## config.mk

```make
export PLATFORM = sky130hd
export DESIGN_NAME = ctl_bit_serializer
export DESIGN_NICKNAME = d
export VERILOG_FILES = /design/src/rtl/ctl_bit_serializer.sv
export SDC_FILE = /design/constraint.sdc
export NUM_CORES = 1
export LEC_CHECK = 0
export ABC_AREA = 1
export BUFFER_PORTS_ARGS = -buffer_cell sky130_fd_sc_hd__buf_2
export CAP_MARGIN = 5
export CORE_ASPECT_RATIO = 1.1
export CORE_MARGIN = 2
export CORE_UTILIZATION = 25
export CTS_CLUSTER_DIAMETER = 50
export DETAILED_ROUTE_END_ITERATION = 7
export PLACE_DENSITY = 0.51
export SLEW_MARGIN = 40
export SYNTH_ARGS = -nofsm -noshare
export SYNTH_HDL_FRONTEND = slang
export SYNTH_SLANG_ARGS = --single-unit
```

## constraint.sdc

```tcl
create_clock -name clk -period 2.4 [get_ports clk]
set_clock_uncertainty 0.05 [all_clocks]
set_input_delay 0.12 -clock clk [delete_from_list [all_inputs] [get_ports clk]]
set_output_delay 0.12 -clock clk [all_outputs]
set_load 0.01 [all_outputs]
```

## src/rtl/ctl_bit_serializer.sv

```systemverilog
module ctl_bit_serializer #(
  parameter int STREAMS       = 8,
  parameter int CHANNELS      = 32,
  parameter int CELLS_PER_BIT = 2
) (
  input  logic                                    clk,
  input  logic                                    rst_n,
  input  logic                                    frame_i,
  output logic [$clog2(STREAMS*CHANNELS)-1:0]     rd_addr_o,
  input  logic                                    rd_bit_i,
  output logic                                    ser_o
);
  localparam int LOCS    = STREAMS * CHANNELS;
  localparam int AW      = $clog2(LOCS);
  localparam int CSH     = $clog2(CELLS_PER_BIT);
  localparam int CW      = AW + CSH;
  localparam int PIPE    = 2;

  logic [CW-1:0] pos;
  logic          armed;
  logic          live;

  always_ff @(posedge clk) begin
    if (!rst_n) begin
      pos   <= '0;
      armed <= 1'b0;
      live  <= 1'b0;
      ser_o <= 1'b0;
    end else begin
      pos   <= frame_i ? CW'(PIPE) : pos + CW'(1);
      armed <= armed | frame_i;
      live  <= armed;
      ser_o <= live & rd_bit_i;
    end
  end

  assign rd_addr_o = pos[CW-1:CSH] + AW'(STREAMS);
endmodule

```

==> flow_summary.json <==
{
  "rsz0062_at_grt": "false",
  "critPathMaxFanout": 4,
  "p_int_uw": 271,
  "crit_required_ns": 2.23,
  "antenna_left": 0,
  "clock_path_buffers": 2,
  "core_um2": 2000,
  "viasPerCell": 4.09,
  "gp_congestion": 0.714,
  "drc_errors": 0,
  "synthCells": 69,
  "routed_wl_um": 911,
  "synth_top_area_share_pct": 45.2,
  "hold_path_class": "primary input to register",
  "grt_max_degree": 8,
  "htree_levels": 1,
  "drv_slew": 0,
  "fin_crit_sh_pct": 59.6,
  "cp_data_arrival_time_ns": 1.26,
  "die_area_um2": 2510,
  "finalSetupViolations": 0,
  "port_buffers": 12,
  "grt_use_total_pct": 8.58,
  "p_per_area_nw_per_um2": 556,
  "min_period_ns": 1.43,
  "num_vias": 446,
  "crit_type": "register to output port",
  "worstMarginPinSlew_ns": 0.182,
  "outcome": "complete, no violations",
  "avgSynthCellArea_um2": 7.71,
  "post_cts_resize_count": 0,
  "p_switching_uw": 76.7,
  "netSwitchingFraction_pct": 22.0,
  "cts_sinks": 12,
  "synth_area_um2": 532,
  "post-route-worst-setup-slack_ns": 0.969,
  "max-cap-violations": 0,
  "slew_headroom_pct": 87.9,
  "power.leakage_uw": 0.000289,
  "die_h_um": 52.4,
  "layout_common_cells": "nor2_1, nand2_1, dfxtp_1, buf_2, inv_1",
  "firstDrtPassIters": 4,
  "root_buffer": "clkbuf_4",
  "yosysWarnings": 0,
  "synth_area_leader_cell": "dfxtp_1",
  "antennaDiodeCount": 0,
  "cts_tree": "done",
  "drive_gt1_share_pct": 23.5,
  "insertion_delay_ns": 0.27,
  "pin_count": 13,
  "cts.clk_slew.worst_paths_ns": 0.07,
  "fill_cells": 242,
  "critPathLaunchType": "register",
  "final_nets": 89,
  "drt_iter0_markers": 11,
  "max_freq_mhz": 699,
  "place_ws_ns": 1.26,
  "grt_pass1_vias": 399,
  "ys_ff_latch": 12,
  "rows": 17,
  "drt-wirelength-per-cell_um": 8.36,
  "synth-seq-area-share_pct": 45.2,
  "synth_nets": 75,
  "cts_buffers": 3,
  "antenna_found_initial": 0,
  "hold_buffers": 0,
  "seq_power_share_pct": 59.8,
  "cts_setup_buffers": 0,
  "area_growth_pct": 17.9,
  "power_frac_comb_pct": 6.0,
  "end_kind": "output port",
  "synth_cell_types": 15,
  "fp.dieW_um": 48.0,
  "finalSetupTns_ns": 0,
  "overflow": 0,
  "irDropWorstVdd_mv": 0.299,
  "final_common_cell": "nor2_1",
  "place_hpwl_um": 715,
  "synthTopCellsByArea": "dfxtp_1, nor2_1, nand2_1",
  "start_util_pct": 26.6,
  "clock_power_share_pct": 34.2,
  "hold_viol": 0,
  "grt_pass1_wl_um": 1520
}
==> metrics by stage <==
stage / total power (µW) / instances / hold WS (ns) / utilization [%] / area, µm²
after global routing: 368 / 109 / 0.00321 / 31.4 / 627
after floorplan: 228 / 69 / 0.176 / - / 532
after detailed placement: 235 / 106 / 0.288 / 30.2 / 604
after CTS: 356 / 109 / 0.00453 / 31.4 / 627
final: 348 / 109 / 0.0152 / 31.4 / 627
after global placement: 234 / 106 / 0.294 / 30.2 / 604
==> flip-flops by register name (all words and copies together) (netlist names) <==
name   flops
armed      1
pos        9
live       1
ser_o      1
==> kinds of logic (layout without fill, tap and decap cells) <==
logic type	count (synthesis)	after routing	share of synthesized area, %
buffers and inverters	10	22	9.18
flip-flops	12	12	45.2
AND/OR/NAND/NOR	35	35	29.4
AO/OA/AOI/OAI	7	7	6.59
adder cells (fa/ha/maj)	2	2	4.71
XOR/XNOR	3	3	4.94
==> final cells by class <==
class | instances | area, µm² | share of cell area (%)
timing repair buffer | 12 | 60.1 | 9.58
tap | 28 | 35.0 | 5.59
clock buffer | 3 | 22.5 | 3.59
multi-input combinational | 47 | 243 | 38.7
sequential | 12 | 240 | 38.3
inverter | 7 | 26.3 | 4.19
==> final timing paths <==
| kind | end | start | cells past startpoint | slack [ns] |
|---|---|---|---|---|
| worst max-delay path | rd_addr_o[7] | pos[5]$_SDFF_PP0_ | 4 | 0.97 |
| worst min-delay path | ser_o$_SDFF_PN0_ | rd_bit_i | 3 | 0.02 |
| worst max register to register | pos[8]$_SDFF_PP0_ | pos[5]$_SDFF_PP0_ | 6 | 1.29 |
| worst min register to register | ser_o$_SDFF_PN0_ | live$_SDFF_PN0_ | 2 | 0.37 |
==> per-layer routing <==
metal | part of all wire (%) | GRT usage (%) | up-vias
met5 | 0 | 0 | -
met4 | 0 | 2.70 | 0
met3 | 7.5 | 5.17 | 0
met2 | 43 | 12.4 | 14
met1 | 49 | 10.3 | 193
li1 | - | - | 239
==> synth_stat cells (all sizes together) <==
cell type  count
nor3b          1
xnor2          1
nand2         12
nor2          17
dfxtp         12
o21ai          3
buf            3
a21oi          4
xor2           2
inv            7
ha             2
nand3          5
==> power groups by stage <==
stage / clock [µW] / sequential [µW] / combinational, µW
finish: 119 / 208 / 20.9
global route: 136 / 209 / 23.7
CTS: 126 / 208 / 21.6
detailed placement: 0 / 213 / 21.4
global placement: 0 / 213 / 21.6
floorplan: 0 / 213 / 15.3
==> worst max-delay path, stage by stage (launching register included) <==
cell and delay [ns]:
dfxtp_1 0.39, ha_1 0.21, nand3_1 0.12, xnor2_1 0.14
buf_2 0.14
No activity file was read; power rests on OpenSTA's default activity.
